--- src/rtl/afq_pkg.sv ---
package afq_pkg;
    localparam int AFQ_DATA_W = 32;
    localparam int AFQ_DEPTH  = 16;

    // interrupt enable / source positions
    localparam int IRQ_CAP_THR = 0;
    localparam int IRQ_CAP_OVF = 1;
    localparam int IRQ_CAP_UDF = 2;
    localparam int IRQ_PB_THR  = 3;
    localparam int IRQ_PB_OVF  = 4;
    localparam int IRQ_PB_UDF  = 5;
    localparam int IRQ_NUM     = 6;

    // clear strobe positions
    localparam int CLR_CAP_UDF = 0;
    localparam int CLR_CAP_OVF = 1;
    localparam int CLR_PB_UDF  = 2;
    localparam int CLR_PB_OVF  = 3;
    localparam int CLR_NUM     = 4;
endpackage

--- src/rtl/afq_fifo.sv ---
module afq_fifo #(
    parameter int DATA_W    = 32,
    parameter int DEPTH     = 16,
    parameter bit OVERWRITE = 1'b0,
    localparam int PTR_W    = $clog2(DEPTH),
    localparam int CNT_W    = PTR_W + 1
) (
    input  logic              clk,
    input  logic              rst_n,
    input  logic              push,
    input  logic [DATA_W-1:0] push_data,
    input  logic              pop,
    input  logic              flush,
    input  logic              clr_ovf,
    input  logic              clr_udf,
    output logic [DATA_W-1:0] pop_data,
    output logic [CNT_W-1:0]  count,
    output logic              ovf,
    output logic              udf
);
    typedef struct packed {
        logic [PTR_W-1:0] wr_ptr;
        logic [PTR_W-1:0] rd_ptr;
        logic [CNT_W-1:0] cnt;
        logic             ovf;
        logic             udf;
    } fifo_state_t;

    fifo_state_t st_d, st_q;
    logic [DATA_W-1:0] mem_q [DEPTH];
    logic mem_we;
    logic pop_ok, push_ok, is_full, ovw;

    function automatic logic [PTR_W-1:0] ptr_inc(input logic [PTR_W-1:0] p);
        return (p == PTR_W'(DEPTH - 1)) ? '0 : p + 1'b1;
    endfunction

    assign is_full = (st_q.cnt == CNT_W'(DEPTH));
    assign pop_ok  = pop && (st_q.cnt != '0);
    assign push_ok = push && (!is_full || pop_ok);

    generate
        if (OVERWRITE) begin : g_ovw
            assign ovw = push && is_full && !pop_ok;
        end else begin : g_drop
            assign ovw = 1'b0;
        end
    endgenerate

    always_comb begin
        st_d   = st_q;
        mem_we = 1'b0;
        if (flush) begin
            st_d.wr_ptr = '0;
            st_d.rd_ptr = '0;
            st_d.cnt    = '0;
            st_d.ovf    = st_q.ovf & ~clr_ovf;
            st_d.udf    = st_q.udf & ~clr_udf;
        end else begin
            if (pop_ok || ovw) begin
                st_d.rd_ptr = ptr_inc(st_q.rd_ptr);
            end
            if (push_ok || ovw) begin
                mem_we      = 1'b1;
                st_d.wr_ptr = ptr_inc(st_q.wr_ptr);
            end
            if (push_ok && !pop_ok) begin
                st_d.cnt = st_q.cnt + 1'b1;
            end else if (pop_ok && !push_ok) begin
                st_d.cnt = st_q.cnt - 1'b1;
            end
            st_d.ovf = (push && !push_ok) | (st_q.ovf & ~clr_ovf);
            st_d.udf = (pop && !pop_ok) | (st_q.udf & ~clr_udf);
        end
    end

    always_ff @(posedge clk or negedge rst_n) begin
        if (!rst_n) begin
            st_q <= '0;
        end else begin
            st_q <= st_d;
        end
    end

    always_ff @(posedge clk) begin
        if (mem_we) begin
            mem_q[st_q.wr_ptr] <= push_data;
        end
    end

    assign pop_data = (st_q.cnt == '0) ? '0 : mem_q[st_q.rd_ptr];
    assign count    = st_q.cnt;
    assign ovf      = st_q.ovf;
    assign udf      = st_q.udf;
endmodule

--- src/rtl/afq_level_flags.sv ---
module afq_level_flags #(
    parameter int DEPTH     = 16,
    parameter bit AT_LEAST  = 1'b0,
    localparam int LVL_W    = $clog2(DEPTH),
    localparam int CNT_W    = LVL_W + 1
) (
    input  logic [CNT_W-1:0] count,
    input  logic [LVL_W-1:0] thresh,
    output logic [LVL_W-1:0] level,
    output logic             full,
    output logic             empty,
    output logic             thr
);
    assign level = count[LVL_W-1:0];
    assign full  = (count == CNT_W'(DEPTH));
    assign empty = (count == '0);

    generate
        if (AT_LEAST) begin : g_ge
            // code n means n+1 words
            assign thr = (count >= ({1'b0, thresh} + 1'b1));
        end else begin : g_le
            assign thr = (count <= {1'b0, thresh});
        end
    endgenerate
endmodule

--- src/rtl/afq_irq_merge.sv ---
module afq_irq_merge
    import afq_pkg::*;
(
    input  logic [IRQ_NUM-1:0] src,
    input  logic [IRQ_NUM-1:0] en,
    output logic               cap_irq,
    output logic               pb_irq,
    output logic               any_irq
);
    logic [IRQ_NUM-1:0] gated;
    assign gated   = src & en;
    assign cap_irq = gated[IRQ_CAP_THR] | gated[IRQ_CAP_OVF] | gated[IRQ_CAP_UDF];
    assign pb_irq  = gated[IRQ_PB_THR]  | gated[IRQ_PB_OVF]  | gated[IRQ_PB_UDF];
    assign any_irq = cap_irq | pb_irq;
endmodule

--- src/rtl/audio_fifo_flags.sv ---
module audio_fifo_flags
    import afq_pkg::*;
#(
    parameter int DATA_W = AFQ_DATA_W,
    parameter int DEPTH  = AFQ_DEPTH,
    localparam int LVL_W = $clog2(DEPTH),
    localparam int CNT_W = LVL_W + 1
) (
    input  logic               clk,
    input  logic               rst_n,
    input  logic               pb_wr_en,
    input  logic [DATA_W-1:0]  pb_wr_data,
    input  logic               pb_rd_en,
    output logic [DATA_W-1:0]  pb_rd_data,
    input  logic               pb_flush,
    input  logic [LVL_W-1:0]   pb_thresh,
    input  logic               cap_wr_en,
    input  logic [DATA_W-1:0]  cap_wr_data,
    input  logic               cap_rd_en,
    output logic [DATA_W-1:0]  cap_rd_data,
    input  logic               cap_flush,
    input  logic [LVL_W-1:0]   cap_thresh,
    input  logic [CLR_NUM-1:0] err_clr,
    input  logic [IRQ_NUM-1:0] irq_en,
    output logic [LVL_W-1:0]   pb_level,
    output logic               pb_full,
    output logic               pb_empty,
    output logic               pb_thr,
    output logic               pb_ovf,
    output logic               pb_udf,
    output logic [LVL_W-1:0]   cap_level,
    output logic               cap_full,
    output logic               cap_empty,
    output logic               cap_thr,
    output logic               cap_ovf,
    output logic               cap_udf,
    output logic               cap_irq,
    output logic               pb_irq,
    output logic               any_irq
);
    logic [CNT_W-1:0]   pb_cnt, cap_cnt;
    logic [IRQ_NUM-1:0] irq_src;

    afq_fifo #(.DATA_W(DATA_W), .DEPTH(DEPTH), .OVERWRITE(1'b0)) u_pb_fifo (
        .clk       (clk),
        .rst_n     (rst_n),
        .push      (pb_wr_en),
        .push_data (pb_wr_data),
        .pop       (pb_rd_en),
        .flush     (pb_flush),
        .clr_ovf   (err_clr[CLR_PB_OVF]),
        .clr_udf   (err_clr[CLR_PB_UDF]),
        .pop_data  (pb_rd_data),
        .count     (pb_cnt),
        .ovf       (pb_ovf),
        .udf       (pb_udf)
    );

    afq_fifo #(.DATA_W(DATA_W), .DEPTH(DEPTH), .OVERWRITE(1'b1)) u_cap_fifo (
        .clk       (clk),
        .rst_n     (rst_n),
        .push      (cap_wr_en),
        .push_data (cap_wr_data),
        .pop       (cap_rd_en),
        .flush     (cap_flush),
        .clr_ovf   (err_clr[CLR_CAP_OVF]),
        .clr_udf   (err_clr[CLR_CAP_UDF]),
        .pop_data  (cap_rd_data),
        .count     (cap_cnt),
        .ovf       (cap_ovf),
        .udf       (cap_udf)
    );

    afq_level_flags #(.DEPTH(DEPTH), .AT_LEAST(1'b0)) u_pb_lvl (
        .count  (pb_cnt),
        .thresh (pb_thresh),
        .level  (pb_level),
        .full   (pb_full),
        .empty  (pb_empty),
        .thr    (pb_thr)
    );

    afq_level_flags #(.DEPTH(DEPTH), .AT_LEAST(1'b1)) u_cap_lvl (
        .count  (cap_cnt),
        .thresh (cap_thresh),
        .level  (cap_level),
        .full   (cap_full),
        .empty  (cap_empty),
        .thr    (cap_thr)
    );

    always_comb begin
        irq_src              = '0;
        irq_src[IRQ_CAP_THR] = cap_thr;
        irq_src[IRQ_CAP_OVF] = cap_ovf;
        irq_src[IRQ_CAP_UDF] = cap_udf;
        irq_src[IRQ_PB_THR]  = pb_thr;
        irq_src[IRQ_PB_OVF]  = pb_ovf;
        irq_src[IRQ_PB_UDF]  = pb_udf;
    end

    afq_irq_merge u_irq (
        .src     (irq_src),
        .en      (irq_en),
        .cap_irq (cap_irq),
        .pb_irq  (pb_irq),
        .any_irq (any_irq)
    );
endmodule

--- config.mk ---
export PLATFORM = sky130hd
export DESIGN_NAME = audio_fifo_flags
export DESIGN_NICKNAME = d
export VERILOG_FILES = /design/src/rtl/afq_pkg.sv /design/src/rtl/afq_fifo.sv /design/src/rtl/afq_level_flags.sv /design/src/rtl/afq_irq_merge.sv /design/src/rtl/audio_fifo_flags.sv
export SDC_FILE = /design/constraint.sdc
export NUM_CORES = 1
export LEC_CHECK = 0
export BUFFER_PORTS_ARGS = -buffer_cell sky130_fd_sc_hd__buf_2
export CAP_MARGIN = 20
export CORE_UTILIZATION = 55
export DETAILED_ROUTE_END_ITERATION = 6
export PLACE_DENSITY = 0.75
export SLEW_MARGIN = 10
export SYNTH_ARGS = -nofsm -noshare
export SYNTH_HDL_FRONTEND = slang
export SYNTH_SLANG_ARGS = --single-unit
export TNS_END_PERCENT = 20
--- constraint.sdc ---
create_clock -name clk -period 4.9 [get_ports clk]
set_input_delay 0.245 -clock clk [delete_from_list [all_inputs] [get_ports clk]]
set_output_delay 0.245 -clock clk [all_outputs]
set_load 0.05 [all_outputs]
* Word level (Yosys, flattened, before mapping)
Memory sizes are Yosys's and may differ from the RTL's.
Cells that the tools add are included.
** Storage, ports and cells
- Bits in writable memories :: 1024
- Memories :: 2
- Input bits :: 90
- ROM bits :: 0
- Word-level logic and storage cells :: 105
- Bits in registers :: 30
- Latch bits :: 0
- Output and inout bits :: 85
** Memories
- u_cap_fifo.mem_q :: depth 16, width 32, read ports 1, clocked after memory_dff 0, wr ports 1, line afq_fifo.sv:30 : logic [DATA_W-1:0] mem_q [DEPTH];
- u_pb_fifo.mem_q :: depth 16, width 32, read ports 1, clocked after memory_dff 0, wr ports 1, line afq_fifo.sv:30
** Operators by class
- Add/sub/neg operators :: 9
- Bitwise gates (word level) :: 18
- Shift-type cells :: 0
- Muxes and demuxes :: 24
- $lt $le $gt $ge :: 2
- Div/mod/pow operators :: 0
- Equal/unequal tests :: 6
- Multipliers :: 0
- Reduce and logical (&&, ||, !) cells :: 34
** Operators with widths (number)
- 2-to-1 mux 32 bit :: 2
- 2-to-1 mux 4 bit :: 8
- 2-to-1 mux 15 bit :: 2
- 2-to-1 mux 5 bit :: 4
- adder 4 x 1 -> 4 bit (second input constant) :: 4
- == test 4 bit (second input constant) :: 4
- logical AND 1 bit :: 14
- adder 5 x 1 -> 5 bit (second input constant) :: 2
- == test 5 bit (second input constant) :: 2
- zero test 5 bit :: 2
- nonzero test 5 bit :: 2
- subtractor 5 x 1 -> 5 bit (second input constant) :: 2
- bitwise OR 1 bit :: 9
- 2-to-1 mux 1 bit :: 8
- nonzero test 2 bit :: 4
- bitwise AND 6 bit :: 1
- zero test 1 bit :: 6
- nonzero test 3 bit :: 2
- adder 4 x 1 -> 5 bit (second input constant) :: 1
- >= comparator 5 bit :: 1
- less-or-equal comparator 5 x 4 -> 1 bit :: 1
- bitwise AND 1 bit :: 4
- logical OR 1 bit :: 4
- inverter 1 bit :: 4

* Longest topological paths before layout
- Depth in word-level cells :: 9
- Gate-level depth with buffers :: 10
- Depth with buffers taken out :: 10

* Modules after synthesis
Synthesis repeated with hierarchy kept, for this count alone.
** Unflattened totals
- Cell total of the unflattened synthesis :: 1888
- Area, all modules :: 41290.9 µm²
** Modules (own cells, without submodules)
- afq_fifo at u_pb_fifo :: area each 20485.9 µm², cells each 914, seq. area each 15750.1 µm², instances 1
- afq_fifo at u_cap_fifo :: area each 20413.3 µm², cells each 921, seq. area each 15750.1 µm², instances 1
- afq_level_flags at u_cap_lvl :: area each 202.7 µm², cells each 26, seq. area each 0.0 µm², instances 1
- afq_level_flags at u_pb_lvl :: area each 157.7 µm², cells each 22, seq. area each 0.0 µm², instances 1
- afq_irq_merge :: area each 31.3 µm², cells each 5, seq. area each 0.0 µm², instances 1

* Least setup slack after synthesis
Ideal clock, no wire load.
- Path type :: input to register
- From :: in pb_rd_en
- To :: mem u_pb_fifo.mem_q[3][0] (enable)
- Arrival time :: 4091 ps
- Library setup time :: 502 ps
- Path slack :: 307 ps
- Path buffers :: 1
- Cell stages on the path :: 4
- Cells stage by stage :: clkbuf_1 inv_1 a31oi_1 nor4bb_1
** Between the ends
- Longest elaborated chain between the ends :: 7
** Ends and longest elaborated chain
- start: declaration :: line audio_fifo_flags.sv:13 : input logic pb_rd_en,
- logical AND 1 bit :: line afq_fifo.sv:39 : assign pop_ok = pop && (st_q.cnt != '0);
- logical OR 1 bit :: line afq_fifo.sv:40 : assign push_ok = push && (!is_full || pop_ok);
- logical AND 1 bit :: line afq_fifo.sv:40
- 2-to-1 mux 1 bit :: line afq_fifo.sv:63 : if (push_ok || ovw) begin
- 2-to-1 mux 1 bit :: line afq_fifo.sv:53 : if (flush) begin
- 2-to-1 mux 1 bit :: line afq_fifo.sv:86 : if (mem_we) begin
- 2-to-1 mux 1 bit (implied by the code) :: line afq_fifo.sv:87 : mem_q[st_q.wr_ptr] <= push_data;
- end: declaration :: line afq_fifo.sv:30
Every way passes these cells.

* Worst setup path in the final report
- From :: reg u_pb_fifo.st_q, in the netlist u_pb_fifo.count[4]
- To :: out pb_rd_data[30]
** Between the ends
- Longest elaborated chain between the ends :: 2
** Ends and longest elaborated chain
- start: declaration :: line afq_fifo.sv:29 : fifo_state_t st_d, st_q;
- start signal: assignment :: line afq_fifo.sv:81 : st_q <= st_d;
- zero test 5 bit :: line afq_fifo.sv:91 : assign pop_data = (st_q.cnt == '0) ? '0 : mem_q[st_q.rd_ptr];
- 2-to-1 mux 32 bit :: line afq_fifo.sv:91
- end: declaration :: line audio_fifo_flags.sv:14 : output logic [DATA_W-1:0] pb_rd_data,
Every way passes these cells.

==> impl_metrics.yaml <==
outcome:
  status: "completed"
detailed_routing:
  drtPass1Iterations: 5
  routed_via_density: 6.39
  wl_per_cell_um: 28.9
  drt_wl_total_mm: 93.3
  route.detailed.drc: 0
  drtIter0Drc: 2338
  via_count: 20600
  postRouteAntennaNets: 0
synth:
  synth_flop_cell: "edfxtp_1"
  ys_top_cells_by_area: "edfxtp_1 75%, mux4_2 14%, dfrtp_1 1.8%"
  synth-seq-cells: 1054
  async_reset_ff_frac: 0.0285
  synthDominantCellAreaShare: 0.747
  syn_avg_cell_area_um2: 21.9
  netlist_instances: 1877
  yosys_warnings: 0
  synth_top_cell_by_area: "edfxtp_1"
  netlist_area_um2: 41200
  yosysUniqueCellTypes: 53
  synth_edf_count: 1024
  syn_nets: 1995
  seq_area_frac_synth: 0.765
sta:
  fmax_mhz: 261
  finClkSkew_ns: 0.0386
  finalHoldViolCount: 0
  tns_ns: 0
  worst_slack_ns: 1.07
  rsz0062_at_grt: "false"
  holdWs_ns: 0.108
  slew_viol_final: 0
  tightest_slew_ns: 1.09
  worst_slew_margin_rel: 0.269
  min_period_over_period: 0.781
  setup_viol_count_final: 0
  fin_crit_ns: 3.83
critical_path:
  endpoint_kind: "output pin"
  worstSetupPathType: "register to output pin"
  cp.arrival_ns: 3.58
  cp_max_fo: 17
  crit_required_ns: 4.66
  worst_setup_path_start_kind: "register"
clocking:
  clkLatencyLatePin_ns: 0.68
  cts_buffers: 103
  htree_levels: 3
  clockRootBuffer: "clkbuf_16"
  cts.sinks: 1054
  clockBufferDepth: 3
  cts_setup_buffers: 0
  cts_tree: "yes"
  post_cts_resized: 0
  clkTransAtPathRegs_ns: 0.06
power:
  switching_power_w: 0.00704
  switching_share: 0.300
  intPower_w: 0.0165
  p_comb_frac: 0.232
  vdd_drop_max_mv: 0.389
  power.leakage_nw: 15.1
  sequentialPowerShare: 0.438
  power_frac_clock: 0.330
  p_per_area_nw_per_um2: 495
place:
  place_area_um2: 43400
  place_hpwl_mm: 50.3
  portBuffers: 174
  gp_congestion: 0.818
  place_ws_ns: 1.70
floorplanning:
  die_area_um2: 76000
  io_pins: 175
  initial_utilization: 0.561
  rows: 99
  die-height_um: 276
  dieWidth_um: 276
  fp.coreArea_um2: 73500
finish:
  nNetsFinal: 2294
  utilization: 0.647
  design_area_um2: 47500
  layout-drive-gt1-share: 0.304
  areaGrowthSynthToFinish_pct: 15.4
global_routing:
  grtUsageTotal: 0.249
  grt_pass1_vias: 21500
  grt_overflow: 0
  antenna_found_initial: 5
  grt_max_degree: 71
  grt_pass1_wl_mm: 137
run:
  maxCapViolations: 0
worst_hold_path:
  hp-class: "input port to register"
==> critical path, cell delays in order (launching register included) <==
cell and delay, ns:
dfrtp_1 0.51, nand2b_2 0.30, clkinv_1 0.16, nor3b_4 0.90
buf_4 0.44, a22oi_1 0.14, o31ai_1 0.15, buf_2 0.32
==> path summary, 6_finish.rpt <==
check	cells after the start	end	slack, ns	startpoint
worst max-delay path	7	pb_rd_data[30]	1.07	u_pb_fifo.count[4]
worst min-delay path	5	u_cap_fifo.count[4]	0.11	cap_rd_en
worst max register to register	6	u_cap_fifo.udf	1.93	u_cap_fifo.count[0]
worst min register to register	2	u_pb_fifo.udf	0.60	u_pb_fifo.udf
max in group asynchronous	2	u_pb_fifo.st_q[7]	4.05	rst_n
min in group asynchronous	2	u_cap_fifo.count[3]	0.25	rst_n
==> per-layer routing <==
layer / routed length [um] / GRT usage / vias to the layer above / part of all wire
met5: 27 / 0 / - / 0.00029
met4: 2780 / 0.0900 / 4 / 0.030
met3: 7500 / 0.0493 / 176 / 0.080
met2: 47500 / 0.415 / 1075 / 0.51
met1: 35500 / 0.329 / 10900 / 0.38
li1: - / - / 8519 / -
==> cell families (layout without fill, tap and decap cells) <==
family                     Yosys count  count (layout)  synth area share
AOI/OAI and AO/OA                  149             149            0.0275
xor gates and xnor gates            12              12           0.00255
adders and majority gates           28              28           0.00887
buffers and inverters              139             524            0.0172
DFF                               1054            1054             0.765
muxes                              329             329             0.158
other                                0               6                 0
and+or+nand+nor                    166             166            0.0209
==> per-stage QoR <==
step                      power [W]  instances
final                        0.0235       3227
after global routing         0.0242       3224
after CTS                    0.0236       3220
after detailed placement     0.0158       2950
after global placement       0.0158       2950
after floorplan              0.0146       1877
==> cell usage in the layout, fill, tap and decap left out, types with 32 or more instances in the layout <==
cell type	n
edfxtp_1	1024
mux4_2	256
buf_2	174
clkbuf_16	103
dlygate4sd3_1	79
mux2i_1	68
buf_4	51
o31ai_1	34
a22oi_1	33
nor3_1	32
a221o_1	32
==> synthesized netlist by cell type, drive strengths merged (5+ instances only) <==
library cell / count
buf: 72
dfrtp: 30
o31ai: 34
mux4: 256
a22oi: 33
mux2i: 68
a21oi: 20
xor2: 7
inv: 23
nor2: 49
nand2b: 13
mux2: 5
nand2: 27
o21ai: 9
nor3b: 5
nor3: 35
xnor2: 5
edfxtp: 1024
clkbuf: 43
a221o: 32
a31oi: 5
nand3: 13
ha: 26
==> final cells by class <==
type | count | area (um^2)
fill | 4628 | 25900
clock buffer | 125 | 2660
timing repair buffer | 309 | 2150
multi-input combinational | 684 | 9220
tap | 959 | 1200
clock inverter | 66 | 676
antenna | 6 | 15.0
inverter | 24 | 90.1
sequential | 1054 | 31500
==> repair_timing <==
action,4_1_cts,5_1_grt
hold buffers,79,0
endpoints found under the hold margin,1079,0
setup endpoints to repair,0,0
==> power groups by stage <==
| stage | sequential [W] | clock, W | combinational (W) |
|---|---|---|---|
| 6_report | 0.0103 | 0.00775 | 0.00546 |
| 5_1_grt | 0.0103 | 0.00816 | 0.00576 |
| 4_1_cts | 0.0104 | 0.00783 | 0.00537 |
| 3_5_place_dp | 0.0106 | 0 | 0.00527 |
| 3_3_place_gp | 0.0106 | 0 | 0.00521 |
| 2_1_floorplan | 0.0103 | 0 | 0.00432 |
==> flip-flops by register name (all words and copies together), names as in the netlist <==
| register | cells |
|---|---|
| u_cap_fifo.mem_q | 512 |
| u_pb_fifo.mem_q | 512 |
| u_cap_fifo.st_q | 8 |
| u_pb_fifo.st_q | 8 |
| u_cap_fifo.count | 5 |
| u_pb_fifo.count | 5 |
| u_cap_fifo.ovf | 1 |
| u_cap_fifo.udf | 1 |
| u_pb_fifo.ovf | 1 |
| u_pb_fifo.udf | 1 |
No activity file was read; power rests on OpenSTA's default activity.
